--- config.mk ---
export PLATFORM = sky130hd
export DESIGN_NAME = addr_lo_unit
export DESIGN_NICKNAME = d
export VERILOG_FILES = /design/src/rtl/addr_lo_pkg.sv /design/src/rtl/addr_lo_arith.sv /design/src/rtl/addr_lo_stack.sv /design/src/rtl/addr_lo_pcreg.sv /design/src/rtl/addr_lo_unit.sv
export SDC_FILE = /design/constraint.sdc
export NUM_CORES = 1
export LEC_CHECK = 0
export CAP_MARGIN = 20
export CORE_ASPECT_RATIO = 2
export CORE_MARGIN = 4
export CORE_UTILIZATION = 59
export CTS_CLUSTER_SIZE = 30
export DETAILED_ROUTE_END_ITERATION = 8
export MAX_ROUTING_LAYER = met4
export PLACE_DENSITY = 0.95
export SLEW_MARGIN = 20
export SYNTH_ARGS = -nofsm -noshare
export SYNTH_HDL_FRONTEND = slang
export SYNTH_HIERARCHICAL = 1
export SYNTH_SLANG_ARGS = --single-unit
--- constraint.sdc ---
create_clock -name clk -period 4.06 [get_ports clk]
set_input_delay 0.406 -clock clk [delete_from_list [all_inputs] [get_ports clk]]
set_output_delay 0.406 -clock clk [all_outputs]
set_load 0.1 [all_outputs]
--- src/rtl/addr_lo_pkg.sv ---
package addr_lo_pkg;

    localparam int LO_W = 8;
    localparam int OP_W = 5;

    typedef logic [LO_W-1:0] lo_t;
    typedef logic [LO_W:0]   lo_c_t;   // carry in the top bit

    typedef enum logic [OP_W-1:0] {
        AOP_HOLD     = 5'd0,
        AOP_PC_OUT   = 5'd1,
        AOP_PC_INC   = 5'd2,
        AOP_ZP       = 5'd3,
        AOP_ZP_IDX   = 5'd4,
        AOP_ABS_IDX  = 5'd5,
        AOP_LOAD_PC  = 5'd6,
        AOP_BRANCH   = 5'd7,
        AOP_PUSH     = 5'd8,
        AOP_PULL     = 5'd9,
        AOP_PUSH_PCL = 5'd10,
        AOP_SP_OUT   = 5'd11,
        AOP_SP_IN    = 5'd12
    } aop_e;

    typedef enum logic [2:0] {
        SRC_KEEP, SRC_PCL, SRC_PC_INC, SRC_DB,
        SRC_IDX, SRC_BR, SRC_SP, SRC_SP_INC
    } ab_src_e;

    typedef enum logic [1:0] {CY_NONE, CY_PC, CY_IDX, CY_BR} cy_sel_e;

    typedef struct packed {
        lo_t  sum;
        logic carry;   // page left
        logic down;    // direction of the page step
    } lo_rel_t;

    typedef struct packed {
        ab_src_e ab_src;
        cy_sel_e cy_sel;
        logic    pcl_inc;
        logic    pcl_ld_db;
        logic    pcl_ld_br;
        logic    sp_push;
        logic    sp_pull;
        logic    sp_load;
        logic    push_pcl;
        logic    sb_drive;
    } ctl_t;

    function automatic lo_c_t add_plain(lo_t a, lo_t b);
        return {1'b0, a} + {1'b0, b};
    endfunction

    function automatic lo_rel_t add_rel(lo_t base, lo_t off);
        lo_rel_t r;
        lo_c_t   s;
        s       = {1'b0, base} + {1'b0, off};
        r.sum   = s[LO_W-1:0];
        r.down  = off[LO_W-1];
        r.carry = r.down ? ~s[LO_W] : s[LO_W];
        return r;
    endfunction

    function automatic ctl_t decode(logic [OP_W-1:0] code);
        ctl_t c;
        c = '0;
        case (code)
            AOP_PC_OUT:   c.ab_src = SRC_PCL;
            AOP_PC_INC: begin
                c.ab_src  = SRC_PC_INC;
                c.cy_sel  = CY_PC;
                c.pcl_inc = 1'b1;
            end
            AOP_ZP:       c.ab_src = SRC_DB;
            AOP_ZP_IDX:   c.ab_src = SRC_IDX;
            AOP_ABS_IDX: begin
                c.ab_src = SRC_IDX;
                c.cy_sel = CY_IDX;
            end
            AOP_LOAD_PC: begin
                c.ab_src    = SRC_DB;
                c.pcl_ld_db = 1'b1;
            end
            AOP_BRANCH: begin
                c.ab_src    = SRC_BR;
                c.cy_sel    = CY_BR;
                c.pcl_ld_br = 1'b1;
            end
            AOP_PUSH: begin
                c.ab_src  = SRC_SP;
                c.sp_push = 1'b1;
            end
            AOP_PULL: begin
                c.ab_src  = SRC_SP_INC;
                c.sp_pull = 1'b1;
            end
            AOP_PUSH_PCL: begin
                c.ab_src   = SRC_SP;
                c.sp_push  = 1'b1;
                c.push_pcl = 1'b1;
            end
            AOP_SP_OUT:   c.sb_drive = 1'b1;
            AOP_SP_IN:    c.sp_load  = 1'b1;
            default:      c = '0;
        endcase
        return c;
    endfunction

endpackage

--- src/rtl/addr_lo_arith.sv ---
module addr_lo_arith
    import addr_lo_pkg::*;
(
    input  lo_t     pcl,
    input  lo_t     sp,
    input  lo_t     db,
    input  lo_t     sb,
    output lo_c_t   pc_next,
    output lo_c_t   idx_sum,
    output lo_rel_t br_sum,
    output lo_t     sp_up,
    output lo_t     sp_dn
);

    assign pc_next = add_plain(pcl, lo_t'(1));
    assign idx_sum = add_plain(db, sb);
    assign br_sum  = add_rel(pcl, db);
    assign sp_up   = sp + lo_t'(1);
    assign sp_dn   = sp - lo_t'(1);

endmodule

--- src/rtl/addr_lo_stack.sv ---
module addr_lo_stack
    import addr_lo_pkg::*;
(
    input  logic clk,
    input  logic rst,
    input  logic rdy,
    input  logic push,
    input  logic pull,
    input  logic load,
    input  lo_t  ld_val,
    input  lo_t  sp_up,
    input  lo_t  sp_dn,
    output lo_t  sp_q
);

    // No reset: the pointer survives a processor reset.
    always_ff @(posedge clk) begin
        if (rdy) begin
            if (load)      sp_q <= ld_val;
            else if (push) sp_q <= sp_dn;
            else if (pull) sp_q <= sp_up;
        end
    end

    p_push_dec_r8: assert property (@(posedge clk) disable iff (rst)
        (rdy && push && !load) |=> sp_q == $past(sp_q) - lo_t'(1));

    p_pull_inc_r8: assert property (@(posedge clk) disable iff (rst)
        (rdy && pull && !load && !push) |=> sp_q == $past(sp_q) + lo_t'(1));

endmodule

--- src/rtl/addr_lo_pcreg.sv ---
module addr_lo_pcreg
    import addr_lo_pkg::*;
(
    input  logic clk,
    input  logic rst,
    input  logic rdy,
    input  logic inc,
    input  logic ld,
    input  lo_t  ld_val,
    input  lo_t  inc_val,
    output lo_t  pcl_q
);

    always_ff @(posedge clk) begin
        if (rst)           pcl_q <= '0;
        else if (rdy) begin
            if (ld)        pcl_q <= ld_val;
            else if (inc)  pcl_q <= inc_val;
        end
    end

    p_pc_step_r3: assert property (@(posedge clk) disable iff (rst)
        (rdy && inc && !ld) |=> pcl_q == $past(pcl_q) + lo_t'(1));

endmodule

--- src/rtl/addr_lo_unit.sv ---
module addr_lo_unit
    import addr_lo_pkg::*;
#(
    parameter lo_t VEC_LO = 8'hFC
) (
    input  logic            clk,
    input  logic            rst,
    input  logic            rdy,
    input  logic [OP_W-1:0] aop,
    input  logic [LO_W-1:0] db_in,
    output logic [LO_W-1:0] db_out,
    output logic            db_oe,
    input  logic [LO_W-1:0] sb_in,
    output logic [LO_W-1:0] sb_out,
    output logic            sb_oe,
    output logic [LO_W-1:0] ab_lo,
    output logic            ab_carry,
    output logic            ab_down,
    output logic            pc_carry
);

    ctl_t    ctl;
    lo_t     pcl_q, sp_q, sp_up, sp_dn;
    lo_c_t   pc_next, idx_sum;
    lo_rel_t br_sum;

    lo_t  ab_q, dout_q;
    logic ab_carry_q, ab_down_q, pc_carry_q, oe_q;

    assign ctl = decode(aop);

    addr_lo_arith u_arith (
        .pcl     (pcl_q),
        .sp      (sp_q),
        .db      (db_in),
        .sb      (sb_in),
        .pc_next (pc_next),
        .idx_sum (idx_sum),
        .br_sum  (br_sum),
        .sp_up   (sp_up),
        .sp_dn   (sp_dn)
    );

    addr_lo_pcreg u_pc (
        .clk     (clk),
        .rst     (rst),
        .rdy     (rdy),
        .inc     (ctl.pcl_inc),
        .ld      (ctl.pcl_ld_db | ctl.pcl_ld_br),
        .ld_val  (ctl.pcl_ld_br ? br_sum.sum : db_in),
        .inc_val (pc_next[LO_W-1:0]),
        .pcl_q   (pcl_q)
    );

    addr_lo_stack u_sp (
        .clk    (clk),
        .rst    (rst),
        .rdy    (rdy),
        .push   (ctl.sp_push),
        .pull   (ctl.sp_pull),
        .load   (ctl.sp_load),
        .ld_val (sb_in),
        .sp_up  (sp_up),
        .sp_dn  (sp_dn),
        .sp_q   (sp_q)
    );

    always_ff @(posedge clk) begin
        if (rst) begin
            ab_q       <= VEC_LO;
            ab_carry_q <= 1'b0;
            ab_down_q  <= 1'b0;
            pc_carry_q <= 1'b0;
            oe_q       <= 1'b0;
            dout_q     <= '0;
        end else if (rdy) begin
            case (ctl.ab_src)
                SRC_PCL:    ab_q <= pcl_q;
                SRC_PC_INC: ab_q <= pc_next[LO_W-1:0];
                SRC_DB:     ab_q <= db_in;
                SRC_IDX:    ab_q <= idx_sum[LO_W-1:0];
                SRC_BR:     ab_q <= br_sum.sum;
                SRC_SP:     ab_q <= sp_q;
                SRC_SP_INC: ab_q <= sp_up;
                default:    ab_q <= ab_q;
            endcase
            ab_carry_q <= 1'b0;
            ab_down_q  <= 1'b0;
            pc_carry_q <= 1'b0;
            case (ctl.cy_sel)
                CY_PC:   pc_carry_q <= pc_next[LO_W];
                CY_IDX:  ab_carry_q <= idx_sum[LO_W];
                CY_BR: begin
                    ab_carry_q <= br_sum.carry;
                    ab_down_q  <= br_sum.down;
                end
                default: ;
            endcase
            oe_q <= ctl.push_pcl;
            if (ctl.push_pcl) dout_q <= pcl_q;
        end
    end

    assign ab_lo    = ab_q;
    assign ab_carry = ab_carry_q;
    assign ab_down  = ab_down_q;
    assign pc_carry = pc_carry_q;
    assign db_oe    = oe_q;
    assign db_out   = dout_q;
    assign sb_oe    = ctl.sb_drive;
    assign sb_out   = ctl.sb_drive ? sp_q : '0;

    p_stall_r12: assert property (@(posedge clk) disable iff (rst)
        !rdy |=> $stable(ab_q) && $stable(ab_carry_q) && $stable(ab_down_q)
                 && $stable(pc_carry_q) && $stable(oe_q) && $stable(dout_q));

    p_oe_src_r9: assert property (@(posedge clk) disable iff (rst)
        $rose(oe_q) |-> $past(ctl.push_pcl && rdy));

    p_zp_wrap_r4: assert property (@(posedge clk) disable iff (rst)
        (rdy && aop == AOP_ZP_IDX) |=> !ab_carry_q);

    p_rel_dir_r7: assert property (@(posedge clk) disable iff (rst)
        (rdy && aop == AOP_BRANCH) |=> ab_down_q == $past(db_in[LO_W-1]));

endmodule

# Yosys cells after proc, flatten, opt, wreduce, memory -nomap -nowiden
# Index checks and enable logic that the tools add are counted.
[word_totals] inputBits=24 out_inout_bits=29 regBits=36 elab_cells=69
[op_classes] mux=22 eq_ne=22 bitwise=2 reduce_logical=10 n_addsub=5
[op_table] cell="$mux W8" n=7
[op_table] cell="$pmux W8 S7" n=1
[op_table] cell="$eq A5 B4 Y1 const B" n=5
[op_table] cell="$pmux W3 S7" n=1
[op_table] cell="$eq A5 B3 Y1 const B" n=4
[op_table] cell="$add A8 B8 Y9" n=2
[op_table] cell="$eq A3 B3 Y1 const B" n=4
[op_table] cell="$mux W1" n=11
[op_table] cell="$eq A5 B2 Y1 const B" n=2
[op_table] cell="$add A8 B1 Y9 const B" n=1
[op_table] cell="$add A8 B1 Y8 const B" n=1
[op_table] cell="$reduce_and A2 Y1" n=4
[op_table] cell="$sub A8 B1 Y8 const B" n=1
[op_table] cell="$reduce_bool A7 Y1" n=1
[op_table] cell="$eq A3 B2 Y1 const B" n=2
[op_table] cell="$pmux W2 S3" n=1
[op_table] cell="$reduce_or A2 Y1" n=3
[op_table] cell="$eq A5 B1 Y1 const B" n=1
[op_table] cell="$eq A2 B2 Y1 const B" n=2
[op_table] cell="$eq A3 B1 Y1 const B" n=1
[op_table] cell="$reduce_bool A3 Y1" n=1
[op_table] cell="$eq A2 B1 Y1 const B" n=1
[op_table] cell="$pmux W1 S2" n=1
[op_table] cell="$reduce_bool A2 Y1" n=1
[op_table] cell="2 further kinds" n=2

# Longest topological paths before layout
[depth] word_depth=6 depth_mapped=10 mapped_depth_nobuf=10

# By module
# Netlist, hierarchy kept.
[by_module_without_submodules] mod="addr_lo_unit" n_inst=1 area_each_um2=1565.3 cells_per_inst=178 seq_area_each_um2=400.4
[by_module_without_submodules] mod="addr_lo_arith" n_inst=1 area_each_um2=1016.0 cells_per_inst=141 seq_area_each_um2=0.0
[by_module_without_submodules] mod="addr_lo_stack" n_inst=1 area_each_um2=429.2 cells_per_inst=35 seq_area_each_um2=240.2
[by_module_without_submodules] mod="addr_lo_pcreg" n_inst=1 area_each_um2=425.4 cells_per_inst=36 seq_area_each_um2=160.2

# Least setup slack after synthesis
# OpenSTA, ideal clock, no wires.
[synth_timing] path_kind="in2out" from="in aop[4]" to="out sb_out[0]" n_path_buf=1 path_stages=4 slack_ns=0.392 required_ns=3.654 arrival_ns=3.262 path_cell_list="buf_6 or3b_4 nor2_1 and2_1"
[synth_between] elab_chain_cells=3
[synth_lines] element="start, declared" line_no="addr_lo_unit.sv:9" rtl="input logic [OP_W-1:0] aop,"
[synth_lines] element="$eq A5 B4 Y1" line_no="addr_lo_pkg.sv:68" rtl="case (code)"
[synth_lines] element="$mux W1" line_no="addr_lo_pkg.sv:68"
[synth_lines] element="via sb_oe" line_no="addr_lo_unit.sv:15" rtl="output logic sb_oe,"
[synth_lines] element="$mux W8" line_no="addr_lo_unit.sv:111" rtl="assign sb_out = ctl.sb_drive ? sp_q : '0;"
[synth_lines] element="end, declared" line_no="addr_lo_unit.sv:14" rtl="output logic [LO_W-1:0] sb_out,"
# The timed path passes the listed nets, and every way through them passes these cells.

# Worst setup path in the final report
[layout_timing] from="in aop[4]" to="out sb_out[2]"
[layout_between] elab_chain_cells=3
[layout_lines] element="$eq A5 B4 Y1" line_no="addr_lo_pkg.sv:68"
[layout_lines] element="$mux W1" line_no="addr_lo_pkg.sv:68"
[layout_lines] element="$mux W8" line_no="addr_lo_unit.sv:111"
# Every way passes these cells.

==> run summary <==
### Outcome
• **result of the run** finished clean

### Pwr
• **Logic pwr share** 0.261
• **Internal Power** 0.749 mW
• **switching power** 0.344 mW
• **maximum ir drop on the vdd rail** 0.000489 V
• **reported leakage power** 1.45 nW
• **switch share** 0.315
• **relative contribution of the clock network to total power** 0.382
• **relative contribution of sequential cells to total power** 0.357
• **pwr/cell area** 272 nW/µm²

### CTS
• **clock tree from TritonCTS** done
• **H-Tree Level Count** 2
• **Post-CTS Setup Bufs** 0
• **maximum clock insertion buffer count** 2
• **CTS Root Buffer Type** clkbuf_16
• **total CTS buffers** 5
• **worst skew pair latency** 0.29 ns
• **cts-stage hold buffer count** 0
• **number of sinks handled by clock tree synthesis** 36
• **Reg clk slew, reported paths** 0.05 ns
• **Resize count post-CTS** 0

### Timing
• **RSZ-0062 raised after global routing** no
• **shortest clock period the worst path allows after layout** 3.05 ns
• **Final Setup Violations** 0
• **slew at the pin with the worst max-slew slack** 0.985 ns
• **Slew headroom** 0.341
• **number of hold violations in the final report** 0
• **Sum Neg Setup Slack** 0 ns
• **clock tree skew after final layout** 0.00828 ns
• **Max Transition Viols Final** 0
• **highest achievable clock rate** 327 MHz
• **period utilization** 0.752

### Finish
• **final instance count without filler cells** 492
• **Antenna Diode Count** 0
• **fraction of layout instances using a drive strength above 1** 0.121
• **filler cell count in the final layout** 462
• **signed area change from the synthesized netlist to the final layout** 17.1%
• **commonest cells after routing, fill and taps aside** clkdlybuf4s50_1, nand2_1, dfxtp_1
• **Layout Nets** 475
• **commonest non-fill, non-tap cell in the layout** clkdlybuf4s50_1
• **post-route core utilization** 0.705

### Die
• **Core Region** 5710 µm²
• **die footprint** 7180 µm²
• **chip width** 62.0 µm
• **die extent in y** 116 µm
• **number of primary I/O pins** 53
• **Initial Utilization** 0.602
• **number of standard-cell rows in the floorplan** 39

### Critical path
• **Worst path slowest cell** clkdlybuf4s50_1
• **required time of the worst setup path** 3.65 ns
• **startpoint of the worst setup timing path** aop[4]
• **peak fanout along the critical path** 17
• **Worst R2R End** ab_lo[6]$_SDFFE_PP1P_
• **startpoint kind of the worst setup timing path** input port
• **critical path capture point type** output pin
• **kind of critical path** in2out
• **arrival time reported for the critical path endpoint** 2.65 ns
• **RR Startpoint** u_pc/pcl_q[0]$_SDFFE_PP0P_
• **delay of the slowest cell on the worst path** 0.77 ns
• **number of cell instances on the worst register-to-register path** 9
• **slack of the worst reg-to-reg path** 1.47 ns
• **ordered list of cells on the worst path** clkdlybuf4s50_1, or3b_4, nor2_1, and2_1, buf_4

### GRT
• **wire length of the first global-routing pass** 15400 µm
• **Overflow after GRT** 0
• **number of antenna violations at the first check in global routing** 0
• **largest net degree at the start of global routing** 29
• **vias in the first global route** 3294
• **total track usage** 0.297

### Worst hold path
• **Hold Path Cell Cnt** 2
• **hold wc startpoint** db_out[5]$_SDFFE_PP0P_
• **Hold Crit Class** reg2reg
• **worst min-delay path endpoint** db_out[5]$_SDFFE_PP0P_

### Synth
• **total of warnings raised by yosys** 6
• **post-synthesis instance total** 390
• **Synth Register Bits** 36
• **count of flip-flops with a built-in enable after synthesis** 8
• **syn avg cell area** 8.81 µm²
• **share of flip-flops with an asynchronous set or reset after synthesis** 0
• **number of distinct library cell variants in the gate-level netlist after synthesis** 64
• **dominant synthesized flop cell** dfxtp_1
• **Post-Synthesis Net Count** 435
• **post-synth design cell area** 3440 µm²
• **proportion of synthesized chip area in sequential cells** 0.233

### Job
• **total of max-cap violations** 0

### Placement
• **dpl cells** 484
• **global placer's final weighted congestion** 0.976
• **# port buffers** 52
• **detailed placer's ending HPWL** 7490 µm

### Route
• **post-detailed-route count of antenna-violating nets** 0
• **WL final** 9900 µm
• **number of vias after detailed routing** 3283
• **count of unresolved DRC violations after routing** 0
• **routed via count divided by cell count** 6.67
• **length of the first detailed-routing pass in iterations** 5
• **detail-routed net length per standard cell** 20.1 µm
• **initial detailed-routing violation count** 181

worst max-delay path, delay by kind of cell:
kind / cells / cell delay (ns)
buffers and inverters: 2 / 1.05
and+or+nand+nor: 3 / 1.17
stage by stage:
step / total power [mW] / hold WS (ns) / cell area (µm²) / setup WS [ns]
floorplan: 0.598 / 0.493 / 3440 / 0.392
global route: 1.12 / 0.468 / 4020 / 0.857
CTS: 1.09 / 0.453 / 4020 / 1.01
finish: 1.09 / 0.451 / 4020 / 1.01
detailed placement: 0.672 / 0.446 / 3870 / 0.976
global placement: 0.665 / 0.440 / 3870 / 1.10
sequential cells by signal, indices dropped and copies added, names as in the netlist:
signal      count
u_pc/pcl_q      8
ab_down         1
pc_carry        1
db_oe           1
ab_carry        1
ab_lo           8
db_out          8
u_sp/sp_q       8
final cells by class:
class | count | area (µm²) | share of cell area
repair buffers | 57 | 536 | 0.133
inverters | 14 | 52.6 | 0.0131
well taps | 61 | 76.3 | 0.0190
multi-input cells | 316 | 2400 | 0.597
flip-flops and latches | 36 | 801 | 0.199
clock buffers | 8 | 156 | 0.0389
power groups by stage:
| stage | Clock [mW] | Sequential, mW | Combinational (mW) |
|---|---|---|---|
| global placement | 0 | 0.397 | 0.268 |
| floorplan | 0 | 0.433 | 0.165 |
| finish | 0.418 | 0.390 | 0.285 |
| global route | 0.432 | 0.391 | 0.301 |
| detailed placement | 0 | 0.397 | 0.275 |
| CTS | 0.417 | 0.390 | 0.278 |
cells in the mapped netlist (3+ instances only):
master | count | share of area
edfxtp_1 | 8 | 0.070
a21oi_1 | 19 | 0.028
a211oi_2 | 8 | 0.029
nor2_1 | 19 | 0.021
inv_1 | 14 | 0.015
buf_6 | 7 | 0.023
buf_2 | 5 | 0.0073
mux2i_1 | 19 | 0.055
dfxtp_1 | 28 | 0.16
o21a_1 | 7 | 0.015
nand3_1 | 7 | 0.010
mux2_2 | 8 | 0.026
and3_1 | 3 | 0.0055
ha_1 | 19 | 0.069
o21ai_1 | 6 | 0.0087
buf_4 | 3 | 0.0066
a221o_1 | 12 | 0.035
clkbuf_1 | 6 | 0.0066
nor3_1 | 8 | 0.012
xnor2_1 | 20 | 0.051
nand2b_1 | 3 | 0.0055
nor2b_1 | 5 | 0.0091
o21ai_0 | 11 | 0.016
xor2_1 | 9 | 0.023
a211oi_1 | 7 | 0.015
a21o_1 | 3 | 0.0066
nor3b_1 | 16 | 0.035
nand2_1 | 40 | 0.044
a22o_1 | 6 | 0.015
a211o_1 | 7 | 0.018
and2_1 | 9 | 0.016
nor4_1 | 4 | 0.0073
o22ai_1 | 3 | 0.0055
worst max path at each step:
stage / depth (start not counted) / to
4_1_cts: 5 / sb_out[2]
5_1_grt: 5 / sb_out[1]
3_5_place_dp: 5 / u_sp/sp_q[7]$_DFFE_PP_
3_3_place_gp: 5 / sb_out[0]
2_1_floorplan: 4 / sb_out[0]
6_report: 5 / sb_out[2]
kinds of logic after synthesis:
logic type | count (synthesis) | synth area share
compound gates | 104 | 0.229
xor+xnor | 29 | 0.0739
fa+ha+maj | 21 | 0.0808
buf+inv | 38 | 0.0696
flops | 36 | 0.233
mux | 27 | 0.0816
simple gates | 135 | 0.232
metal layers:
layer	part of all wire	wire length, µm	global-route usage
met4	0.073	726	0.218
met3	0.052	519	0.0468
met2	0.54	5320	0.505
met1	0.34	3330	0.282
met5	0	0	-
(Power assumes the default switching activity.)
